<file path="src/rtl/tgen_pkg.sv">
package tgen_pkg;
    localparam int WORD_W   = 32;
    localparam int BYTE_W   = 8;
    localparam int NBYTES   = 2 * WORD_W / BYTE_W;
    localparam int IDX_W    = $clog2(NBYTES);
    localparam int ADDR_W   = 10;

    localparam int B_WR     = 0;
    localparam int B_RD     = 1;
    localparam int B_ADDR   = 2;
    localparam int B_EXT    = 12;
    localparam int B_TXN    = 13;
    localparam int B_RXN    = 16;
    localparam int B_EN     = 19;

    typedef enum logic [1:0] {
        OP_START = 2'd0,
        OP_WRITE = 2'd1,
        OP_READ  = 2'd2,
        OP_STOP  = 2'd3
    } bus_op_e;

    typedef enum logic [2:0] {
        RS_CTRL  = 3'd0,
        RS_TXLO  = 3'd1,
        RS_TXHI  = 3'd2,
        RS_CAUSE = 3'd3,
        RS_MASK  = 3'd4
    } reg_sel_e;

    typedef enum logic [2:0] {
        SQ_IDLE, SQ_START, SQ_ADDR_HI, SQ_ADDR_LO, SQ_DATA, SQ_STOP, SQ_DONE
    } seq_state_e;

    typedef struct packed {
        logic                  is_read;
        logic                  ext;
        logic [ADDR_W-1:0]     addr;
        logic [IDX_W-1:0]      last;
        logic [2*WORD_W-1:0]   tx;
    } job_t;

    function automatic logic [BYTE_W-1:0] lead_addr_byte(job_t j);
        if (j.ext)
            return {5'b11110, j.addr[9:8], j.is_read};
        return {j.addr[6:0], j.is_read};
    endfunction

    function automatic logic [BYTE_W-1:0] tx_lane(logic [2*WORD_W-1:0] w,
                                                  logic [IDX_W-1:0] k);
        return w[{k, 3'b000} +: BYTE_W];
    endfunction
endpackage

</file>
<file path="src/rtl/tgen_regs.sv">
module tgen_regs
    import tgen_pkg::*;
(
    input  logic              clk,
    input  logic              rst,
    input  logic              reg_wr,
    input  logic [2:0]        reg_sel,
    input  logic [WORD_W-1:0] reg_wdata,
    input  logic              seq_idle,
    input  logic              fin,
    input  logic              fin_err,
    output logic              launch,
    output logic              launch_bad,
    output job_t              job,
    output logic              en_q,
    output logic              cause,
    output logic              err,
    output logic              irq
);
    logic [WORD_W-1:0] tx_lo_q, tx_hi_q;
    logic              mask_q;
    reg_sel_e          sel;

    assign sel        = reg_sel_e'(reg_sel);
    assign launch     = reg_wr && (sel == RS_CTRL) && reg_wdata[B_EN] && !en_q && seq_idle;
    assign launch_bad = reg_wdata[B_WR] == reg_wdata[B_RD];

    always_comb begin
        job.is_read = reg_wdata[B_RD];
        job.ext     = reg_wdata[B_EXT];
        job.addr    = reg_wdata[B_ADDR +: ADDR_W];
        job.last    = reg_wdata[B_RD] ? reg_wdata[B_RXN +: IDX_W] : reg_wdata[B_TXN +: IDX_W];
        job.tx      = {tx_hi_q, tx_lo_q};
    end

    assign irq = cause & mask_q;

    always_ff @(posedge clk) begin
        if (rst) begin
            en_q    <= 1'b0;
            tx_lo_q <= '0;
            tx_hi_q <= '0;
            mask_q  <= 1'b0;
            cause   <= 1'b0;
            err     <= 1'b0;
        end else begin
            if (reg_wr) begin
                case (sel)
                    RS_CTRL:  en_q    <= reg_wdata[B_EN];
                    RS_TXLO:  tx_lo_q <= reg_wdata;
                    RS_TXHI:  tx_hi_q <= reg_wdata;
                    RS_CAUSE: cause   <= cause & reg_wdata[0];
                    RS_MASK:  mask_q  <= reg_wdata[0];
                    default: ;
                endcase
            end
            if (fin) begin
                cause <= 1'b1;
                err   <= fin_err;
            end else if (launch) begin
                err   <= 1'b0;
            end
        end
    end
endmodule

</file>
<file path="src/rtl/tgen_seq.sv">
module tgen_seq
    import tgen_pkg::*;
(
    input  logic              clk,
    input  logic              rst,
    input  logic              launch,
    input  logic              launch_bad,
    input  job_t              job_in,
    input  logic              en_q,
    input  logic              eng_done,
    input  logic              eng_nack,
    output logic              cmd_valid,
    output bus_op_e           cmd_op,
    output logic [BYTE_W-1:0] cmd_data,
    output logic              cmd_ack,
    output logic              idle,
    output logic              in_done,
    output logic              fin,
    output logic              fin_err,
    output logic              rx_we,
    output logic [IDX_W-1:0]  rx_idx
);
    seq_state_e       state;
    job_t             job_q;
    logic [IDX_W-1:0] idx;
    logic             issued, err_q, step, on_bus;

    assign on_bus    = (state != SQ_IDLE) && (state != SQ_DONE);
    assign cmd_valid = on_bus && !issued;
    assign step      = issued && eng_done;
    assign idle      = state == SQ_IDLE;
    assign in_done   = state == SQ_DONE;
    assign fin       = ((state == SQ_STOP) && step) || (launch && launch_bad);
    assign fin_err   = (state == SQ_STOP) ? err_q : 1'b1;
    assign rx_we     = (state == SQ_DATA) && job_q.is_read && step;
    assign rx_idx    = idx;

    always_comb begin
        cmd_op   = OP_STOP;
        cmd_data = '0;
        cmd_ack  = 1'b0;
        case (state)
            SQ_START:   cmd_op = OP_START;
            SQ_ADDR_HI: begin cmd_op = OP_WRITE; cmd_data = lead_addr_byte(job_q); end
            SQ_ADDR_LO: begin cmd_op = OP_WRITE; cmd_data = job_q.addr[7:0]; end
            SQ_DATA: begin
                if (job_q.is_read) begin
                    cmd_op  = OP_READ;
                    cmd_ack = idx != job_q.last;
                end else begin
                    cmd_op   = OP_WRITE;
                    cmd_data = tx_lane(job_q.tx, idx);
                end
            end
            default: ;
        endcase
    end

    always_ff @(posedge clk) begin
        if (rst) begin
            state  <= SQ_IDLE;
            job_q  <= '0;
            idx    <= '0;
            issued <= 1'b0;
            err_q  <= 1'b0;
        end else begin
            if (cmd_valid) issued <= 1'b1;
            if (step)      issued <= 1'b0;
            case (state)
                SQ_IDLE: begin
                    if (launch) begin
                        if (launch_bad) begin
                            state <= SQ_DONE;
                        end else begin
                            state <= SQ_START;
                            job_q <= job_in;
                            idx   <= '0;
                            err_q <= 1'b0;
                        end
                    end
                end
                SQ_DONE: if (!en_q) state <= SQ_IDLE;
                SQ_START: if (step) state <= SQ_ADDR_HI;
                SQ_ADDR_HI: if (step) begin
                    if (eng_nack) begin
                        err_q <= 1'b1;
                        state <= SQ_STOP;
                    end else begin
                        state <= job_q.ext ? SQ_ADDR_LO : SQ_DATA;
                    end
                end
                SQ_ADDR_LO: if (step) begin
                    if (eng_nack) begin
                        err_q <= 1'b1;
                        state <= SQ_STOP;
                    end else begin
                        state <= SQ_DATA;
                    end
                end
                SQ_DATA: if (step) begin
                    if (!job_q.is_read && eng_nack) begin
                        err_q <= 1'b1;
                        state <= SQ_STOP;
                    end else if (idx == job_q.last) begin
                        state <= SQ_STOP;
                    end else begin
                        idx <= idx + 1'b1;
                    end
                end
                SQ_STOP: if (step) state <= SQ_DONE;
                default: state <= SQ_IDLE;
            endcase
        end
    end
endmodule

</file>
<file path="src/rtl/tgen_rxpack.sv">
module tgen_rxpack
    import tgen_pkg::*;
(
    input  logic              clk,
    input  logic              rst,
    input  logic              we,
    input  logic [IDX_W-1:0]  idx,
    input  logic [BYTE_W-1:0] din,
    output logic [WORD_W-1:0] rx_lo,
    output logic [WORD_W-1:0] rx_hi
);
    logic [NBYTES*BYTE_W-1:0] lanes;

    for (genvar i = 0; i < NBYTES; i++) begin : g_lane
        always_ff @(posedge clk) begin
            if (rst)
                lanes[i*BYTE_W +: BYTE_W] <= '0;
            else if (we && (idx == IDX_W'(i)))
                lanes[i*BYTE_W +: BYTE_W] <= din;
        end
    end

    assign rx_lo = lanes[WORD_W-1:0];
    assign rx_hi = lanes[2*WORD_W-1:WORD_W];
endmodule

</file>
<file path="src/rtl/tgen_offload.sv">
module tgen_offload
    import tgen_pkg::*;
(
    input  logic        clk,
    input  logic        rst,
    input  logic        reg_wr,
    input  logic [2:0]  reg_sel,
    input  logic [31:0] reg_wdata,
    output logic [31:0] rx_lo,
    output logic [31:0] rx_hi,
    output logic        done_cause,
    output logic        xfer_err,
    output logic        irq,
    output logic        eng_cmd_valid,
    output logic [1:0]  eng_cmd_op,
    output logic [7:0]  eng_cmd_data,
    output logic        eng_cmd_ack,
    input  logic        eng_done,
    input  logic        eng_nack,
    input  logic [7:0]  eng_rdata
);
    logic             launch, launch_bad, en_q, seq_idle, seq_done, fin, fin_err, rx_we;
    logic [IDX_W-1:0] rx_idx;
    job_t             job;
    bus_op_e          op;

    assign eng_cmd_op = op;

    tgen_regs u_regs (
        .clk, .rst, .reg_wr, .reg_sel, .reg_wdata,
        .seq_idle, .fin, .fin_err,
        .launch, .launch_bad, .job, .en_q,
        .cause(done_cause), .err(xfer_err), .irq
    );

    tgen_seq u_seq (
        .clk, .rst, .launch, .launch_bad, .job_in(job), .en_q,
        .eng_done, .eng_nack,
        .cmd_valid(eng_cmd_valid), .cmd_op(op), .cmd_data(eng_cmd_data), .cmd_ack(eng_cmd_ack),
        .idle(seq_idle), .in_done(seq_done), .fin, .fin_err, .rx_we, .rx_idx
    );

    tgen_rxpack u_rx (
        .clk, .rst, .we(rx_we), .idx(rx_idx), .din(eng_rdata), .rx_lo, .rx_hi
    );
endmodule

</file>
<file path="config.mk">
export PLATFORM = sky130hd
export DESIGN_NAME = tgen_offload
export DESIGN_NICKNAME = d
export VERILOG_FILES = /design/src/rtl/tgen_pkg.sv /design/src/rtl/tgen_regs.sv /design/src/rtl/tgen_seq.sv /design/src/rtl/tgen_rxpack.sv /design/src/rtl/tgen_offload.sv
export SDC_FILE = /design/constraint.sdc
export NUM_CORES = 1
export LEC_CHECK = 0
export BUFFER_PORTS_ARGS = -buffer_cell sky130_fd_sc_hd__buf_2
export CAP_MARGIN = 10
export CORE_MARGIN = 2
export CORE_UTILIZATION = 57
export CTS_CLUSTER_DIAMETER = 200
export DETAILED_ROUTE_END_ITERATION = 8
export PLACE_DENSITY = 0.8
export SETUP_SLACK_MARGIN = 0.5
export SLEW_MARGIN = 30
export SYNTH_ARGS = -nofsm -noshare
export SYNTH_HDL_FRONTEND = slang
export SYNTH_SLANG_ARGS = --single-unit
</file>
<file path="constraint.sdc">
create_clock -name clk -period 2.65 [get_ports clk]
set_input_delay 0.265 -clock clk [delete_from_list [all_inputs] [get_ports clk]]
set_output_delay 0.265 -clock clk [all_outputs]
set_load 0.1 [all_outputs]
</file>
==> results.py, run 1 <==
metrics = {
    "timing": {
        "fin_crit_ps": 2445,
        "rsz0062_at_grt": "true",
        "setup-violations-final": 0,
        "fin_crit_sh": 0.9226,
        "tightest_slew_ps": 812.2,
        "clock.fmax_mhz": 409.0,
        "finalSetupTns_ps": 0,
        "drv_slew": 0,
        "finClkSkew_ps": 8.520,
        "whs_ps": 10.33,
        "finalHoldViolations": 0,
        "slew_headroom": 0.4585,
    },
    "worst_setup_path": {
        "worstSetupStartpointType": "flop",
        "cp_max_fo": 9,
        "r2r_end": "u_seq.job_q[50]$_SDFFE_PP0P_",
        "worstSetupPathType": "reg -> out",
        "crit_arrival_ps": 2180,
        "r2r_slack_ps": 400,
        "reg2regPathDepth": 7,
        "crit_required_ps": 2380,
        "reg2reg_from": "u_seq.state[2]$_SDFFE_PP0P_",
        "startpoint": "u_seq.rx_idx[0]$_SDFFE_PP0P_",
        "endpoint": "eng_cmd_data[6]",
        "cp-end-kind": "output pin",
    },
    "placed_design": {
        "dp_cells": 1273,
        "numPortBuffers": 126,
        "dpl.hpwl_mm": 14.25,
        "place.gp.congestion": 0.9063,
    },
    "detailed_routing": {
        "wire_per_inst_um": 18.95,
        "vias": 7932,
        "vias_per_cell": 5.928,
        "antenna_left": 0,
        "drc": 0,
        "drt_wl_total_mm": 25.35,
        "drt_iter0_drc": 742,
        "first_pass_iters": 6,
    },
    "synth": {
        "syn_nets": 1081,
        "synth-seq-cells": 219,
        "yosysTopAreaCell": "dfxtp_1",
        "synth_cells": 1027,
        "synth_edf_count": 0,
        "syn_avg_cell_area_um2": 8.590,
        "synth_area_leaders": "dfxtp_1 (50%), nand2_1 (12%), mux2i_1 (9.0%), a21oi_1 (8.5%), mux4_2 (4.1%)",
        "yosysMostFrequentCell": "nand2_1",
        "yosysUniqueCellTypes": 50,
        "synth_ff_type": "dfxtp_1",
        "synth_area_mm2": 0.008822,
        "synth_common_cells": "nand2_1 (286), dfxtp_1 (219), a21oi_1 (149)",
        "ys_seq_area_frac": 0.4970,
        "yosysWarnings": 0,
        "async_reset_ff_frac": 0,
        "synth.top_cell.area_share": 0.4970,
    },
    "cells_and_area": {
        "multi_input_area_mm2": 0.004309,
        "nNetsFinal": 1188,
        "area.growth.synth_to_final_pct": 24.71,
        "final_util": 0.7264,
        "fill_cells": 1065,
        "num_antenna_cells": 0,
        "register_area_mm2": 0.004393,
        "drive_gt1_frac": 0.2235,
        "fin_cells": 1338,
    },
    "die": {
        "start_util": 0.5825,
        "io_pins": 127,
        "fp.dieH_um": 128.4,
        "num_rows": 45,
        "die-area_mm2": 0.01649,
        "coreArea_mm2": 0.01515,
        "die_w_um": 128.4,
    },
    "global_routing": {
        "grt_pass1_vias": 7328,
        "antenna_found_initial": 1,
        "gr-total-overflow": 0,
        "grt_max_degree": 85,
        "grt_use_total": 0.2815,
        "grt_pass1_wl_mm": 37.25,
    },
    "power_and_ir_drop": {
        "worst_ir_drop_vdd_mv": 0.5683,
        "power_density_mw_per_mm2": 721.0,
        "finalPower_mw": 7.933,
        "p_leak_nw": 4.369,
    },
    "clock_network": {
        "worstSkewPairLatency_ps": 500,
        "cts-root-buf": "clkbuf_16",
        "ctsHoldBuffers": 0,
        "ctsLongestPathBuffers": 3,
        "tritoncts": "done",
        "htreeDepth": 1,
        "numCtsBuffers": 23,
        "cts.clk_slew.worst_paths_ps": 60,
        "cts.sinks": 219,
    },
    "status": {
        "status": "complete, no violations",
    },
    "hold_path": {
        "hold_class": "in -> reg",
    },
    "job": {
        "cap_violations": 0,
    },
}
[worst max-delay path, stage by stage, from the launching register on]
cell	delay, ps
dfxtp_4	370
buf_12	140
mux4_2	520
mux2i_2	200
buf_4	180
o22ai_4	80
buf_12	180
[worst min path at each step]
stage                                       from                               to  cells after the start  slack [ps]
finish                             reg_wdata[31]  u_regs.tx_hi_q[31]$_SDFFE_PP0P_                      3          10
floorplan                          reg_wdata[10]  u_regs.tx_hi_q[10]$_SDFFE_PP0P_                      2         400
CTS                                reg_wdata[31]  u_regs.tx_hi_q[31]$_SDFFE_PP0P_                      3           3
detailed placement  u_seq.job_q[50]$_SDFFE_PP0P_     u_seq.job_q[50]$_SDFFE_PP0P_                      2         440
global placement    u_seq.job_q[50]$_SDFFE_PP0P_     u_seq.job_q[50]$_SDFFE_PP0P_                      2         440
global route                       reg_wdata[28]  u_regs.tx_hi_q[28]$_SDFFE_PP0P_                      3          20
[flip-flops by register name, indices dropped and copies added, names as in the netlist, 3 cells and up]
name / cells
u_rx.rx_lo: 32
u_seq.rx_idx: 3
u_regs.tx_hi_q: 32
u_regs.tx_lo_q: 32
u_rx.rx_hi: 32
u_seq.state: 3
u_seq.job_q: 79
[metal layers]
metal,routed length (um),track usage
met1,10090,0.3632
met2,12150,0.4696
met3,2062,0.05447
met4,1050,0.1105
met5,0,0
[report_power, final]
| group | internal [mW] | switching, mW |
|---|---|---|
| sequential | 3.35 | 0.0716 |
| clock | 1.96 | 1.29 |
| combinational | 0.399 | 0.861 |
| total | 5.71 | 2.22 |
[logic make-up after synthesis]
| logic type | count (synthesis) | synth area share |
|---|---|---|
| adder cells (fa/ha/maj) | 6 | 0.008509 |
| AO/OA/AOI/OAI | 192 | 0.1190 |
| buffers and inverters | 92 | 0.04326 |
| XOR/XNOR | 5 | 0.004964 |
| flip-flops | 219 | 0.4970 |
| AND/OR/NAND/NOR | 418 | 0.1969 |
| multiplexers | 95 | 0.1305 |
[layout by cell type (no fill, tap or decap), types with 2 or more instances in the layout]
cell and instances:
clkbuf_1 3, nand3_1 5, nor2b_1 5, clkinvlp_4 4
xor2_1 2, and4_1 4, mux2i_4 6, nand2b_1 4
nand2_1 285, clkbuf_16 25, inv_1 6, nor3_1 9
and3b_1 2, buf_4 29, buf_2 113, nor2_2 2
o22ai_4 8, buf_6 4, buf_12 16, bufinv_16 2
ha_1 6, buf_16 2, mux2i_1 72, dfxtp_1 216
a21oi_1 149, mux4_2 16, nor4_1 2, o21ai_0 8
dfxtp_4 2, or2_2 4, o32ai_1 2, a211oi_1 5
nand3b_1 2, clkinv_2 4, a22oi_1 2, nor2_1 76
clkbuf_8 6, o21ai_1 2, o22ai_1 2, nand4_1 5
[what timing repair did]
| action | in CTS | in global routing |
|---|---|---|
| gates resized for setup | 50 | 22 |
| pin swaps | 4 | 2 |
| buffers inserted | 7 | 12 |
| gates cloned | 1 | 4 |
| setup endpoints to repair | 12 | 35 |
| hold endpoints to repair | 0 | 0 |
[layout make-up]
cell class              instances  area share
multi-input cells             716      0.3917
inverters                       8    0.003412
flip-flops and latches        219      0.3993
clock buffers                  32     0.06084
repair buffers                166      0.1140
well taps                     188     0.02138
clock inverters                 9    0.009439
[metrics by stage]
step | area (um2) | worst slack (ps)
2_1_floorplan | 8951 | 535.7
3_3_place_gp | 9682 | 456.8
3_5_place_dp | 9682 | 423.7
4_1_cts | 10770 | 188.3
5_1_grt | 11000 | 142.3
6_report | 11000 | 205.0
Note: power is estimated with default switching activity, not from simulation.
==> inputs of run 2 (changes only) <==
PLACE_DENSITY = 0.79   (was 0.8)
SYNTH_HIERARCHICAL = 1   (was not set)
==> results.py, run 2 <==
metrics = {
    "die": {
        "num_rows": 46,
        "die-area_mm2": 0.01713,
        "io_pins": 127,
        "coreArea_mm2": 0.01583,
        "die_w_um": 130.9,
        "fp.dieH_um": 130.9,
        "start_util": 0.5798,
    },
    "synth": {
        "syn_nets": 1095,
        "synth-seq-cells": 219,
        "yosysWarnings": 6,
        "synth_area_leaders": "dfxtp_1 (48%), nand2_1 (12%), mux2i_1 (8.6%), a21oi_1 (8.2%), nand2b_1 (5.1%)",
        "ys_seq_area_frac": 0.4777,
        "synth.top_cell.area_share": 0.4777,
        "yosysMostFrequentCell": "nand2_1",
        "synth_edf_count": 0,
        "async_reset_ff_frac": 0,
        "synth_cells": 1046,
        "synth_area_mm2": 0.009178,
        "yosysUniqueCellTypes": 54,
        "syn_avg_cell_area_um2": 8.774,
        "yosysTopAreaCell": "dfxtp_1",
        "synth_ff_type": "dfxtp_1",
        "synth_common_cells": "nand2_1 (300), dfxtp_1 (219), a21oi_1 (150)",
    },
    "worst_setup_path": {
        "worstSetupStartpointType": "flop",
        "reg2reg_from": "u_seq/state[2]$_SDFFE_PP0P_",
        "startpoint": "u_seq/rx_idx[0]$_SDFFE_PP0P_",
        "cp-end-kind": "output pin",
        "worstSetupPathType": "reg -> out",
        "crit_arrival_ps": 2200,
        "reg2regPathDepth": 10,
        "crit_required_ps": 2380,
        "r2r_slack_ps": 500,
        "r2r_end": "u_seq/job_q[37]$_SDFFE_PP0P_",
        "cp_max_fo": 4,
    },
    "cells_and_area": {
        "drive_gt1_frac": 0.2338,
        "num_antenna_cells": 0,
        "nNetsFinal": 1191,
        "layout.cells.most_common": "nand2_1",
        "largest_reg_flops": 79,
        "area.growth.synth_to_final_pct": 22.86,
        "final_cell_mix": "nand2_1 (296), dfxtp_1 (214), a21oi_1 (148)",
        "top_register": "u_seq/job_q",
    },
    "timing": {
        "rsz0062_at_grt": "true",
        "whs_ps": 12.32,
        "fin_crit_ps": 2470,
        "clock.fmax_mhz": 404.9,
        "drv_slew": 0,
        "finalHoldViolations": 0,
        "finClkSkew_ps": 14.56,
        "finalSetupTns_ps": 0,
        "slew_headroom": 0.6539,
        "fin_crit_sh": 0.9320,
        "tightest_slew_ps": 515.4,
        "setup-violations-final": 0,
    },
    "detailed_routing": {
        "drt_iter0_drc": 733,
        "first_pass_iters": 5,
        "antenna_left": 0,
        "drc": 0,
        "vias_per_cell": 5.648,
        "drt_wl_total_mm": 24.62,
        "vias": 7744,
        "wire_per_inst_um": 17.95,
    },
    "global_routing": {
        "grt_pass1_vias": 7107,
        "grt_max_degree": 106,
        "grt_pass1_wl_mm": 36.58,
        "grt_use_total": 0.2698,
        "antenna_found_initial": 0,
        "gr-total-overflow": 0,
    },
    "clock_network": {
        "worstSkewPairLatency_ps": 500,
        "htreeDepth": 1,
        "ctsHoldBuffers": 0,
        "cts.clk_slew.worst_paths_ps": 60,
        "cts.sinks": 219,
        "tritoncts": "done",
        "ctsLongestPathBuffers": 3,
        "numCtsBuffers": 23,
        "cts-root-buf": "clkbuf_16",
    },
    "hold_path": {
        "holdPathEnd": "u_regs/tx_lo_q[26]$_SDFFE_PP0P_",
        "worst_hold_path.num_cells": 3,
        "hp-start": "reg_wdata[26]",
        "hold_class": "in -> reg",
    },
    "job": {
        "cap_violations": 0,
    },
    "power_and_ir_drop": {
        "p_leak_nw": 4.533,
        "power_density_mw_per_mm2": 681.0,
        "worst_ir_drop_vdd_mv": 0.5277,
    },
    "placed_design": {
        "numPortBuffers": 126,
        "place.gp.congestion": 0.8612,
        "dpl.hpwl_mm": 14.62,
    },
    "status": {
        "status": "complete, no violations",
    },
}
[run 2: how the worst max path moves through the flow]
stage / slack [ps] / cells after the start / end
after global placement: 330 / 8 / u_seq/job_q[4]$_SDFFE_PP0P_
after detailed placement: 240 / 8 / u_seq/job_q[33]$_SDFFE_PP0P_
after floorplan: 230 / 4 / eng_cmd_valid
after global routing: 140 / 6 / eng_cmd_data[6]
after CTS: 190 / 6 / eng_cmd_data[5]
final: 180 / 6 / eng_cmd_data[6]
[run 2: critical path, stage by stage, from the launching register on]
cell	delay, ps
dfxtp_4	400
buf_8	130
mux4_2	520
mux2i_2	190
buf_4	190
o22ai_4	80
buf_12	180
[run 2: timing repair]
action	in CTS	in global routing
cloned	3	4
gates resized for setup	58	22
buffers inserted	5	6
pin swaps	1	12
setup endpoints to repair	118	121
hold endpoints to repair	0	0
[run 2: area by class of cell]
type	instances	area [um2]
tap	216	270.3
fill	1134	4552
sequential	219	4400
inverter	6	27.53
clock inverter	6	37.54
timing repair buffer	170	1338
multi-input combinational	722	4533
clock buffer	32	669.4
[run 2: cells by family (layout without fill, tap and decap cells)]
logic type | Yosys count | in the layout | synth area share
adder cells (fa/ha/maj) | 1 | 1 | 0.001363
AND/OR/NAND/NOR | 433 | 434 | 0.2206
XOR/XNOR | 4 | 4 | 0.003818
buffers and inverters | 106 | 214 | 0.05835
AO/OA/AOI/OAI | 185 | 185 | 0.1091
flip-flops | 219 | 219 | 0.4777
multiplexers | 98 | 98 | 0.1291
[run 2: report_power, final]
group	leakage [nW]	total, mW	switching (mW)	internal [mW]
Sequential	1.77	3.40	0.0507	3.35
Clock	0.354	3.02	1.26	1.75
Combinational	2.41	1.26	0.817	0.444
Total	4.53	7.68	2.13	5.55
[run 2: routing by layer]
layer / track usage / vias up / share of wire
met5: 0 / - / 0
met4: 0.09136 / 0 / 0.030
met3: 0.04520 / 64 / 0.075
met2: 0.4458 / 324 / 0.48
met1: 0.3617 / 3671 / 0.41
li1: - / 3685 / -
[run 2: metrics by stage]
step,util,area [um2],instances,setup slack (ps),power [mW]
finish,0.7124,11280,1371,180.3,7.679
global route,0.7124,11280,1371,138.2,7.937
CTS,0.6993,11070,1361,187.6,7.592
detailed placement,0.6320,10000,1315,241.8,4.515
global placement,0.6320,10000,1315,330.8,4.509
floorplan,-,9265,1046,228.2,4.248
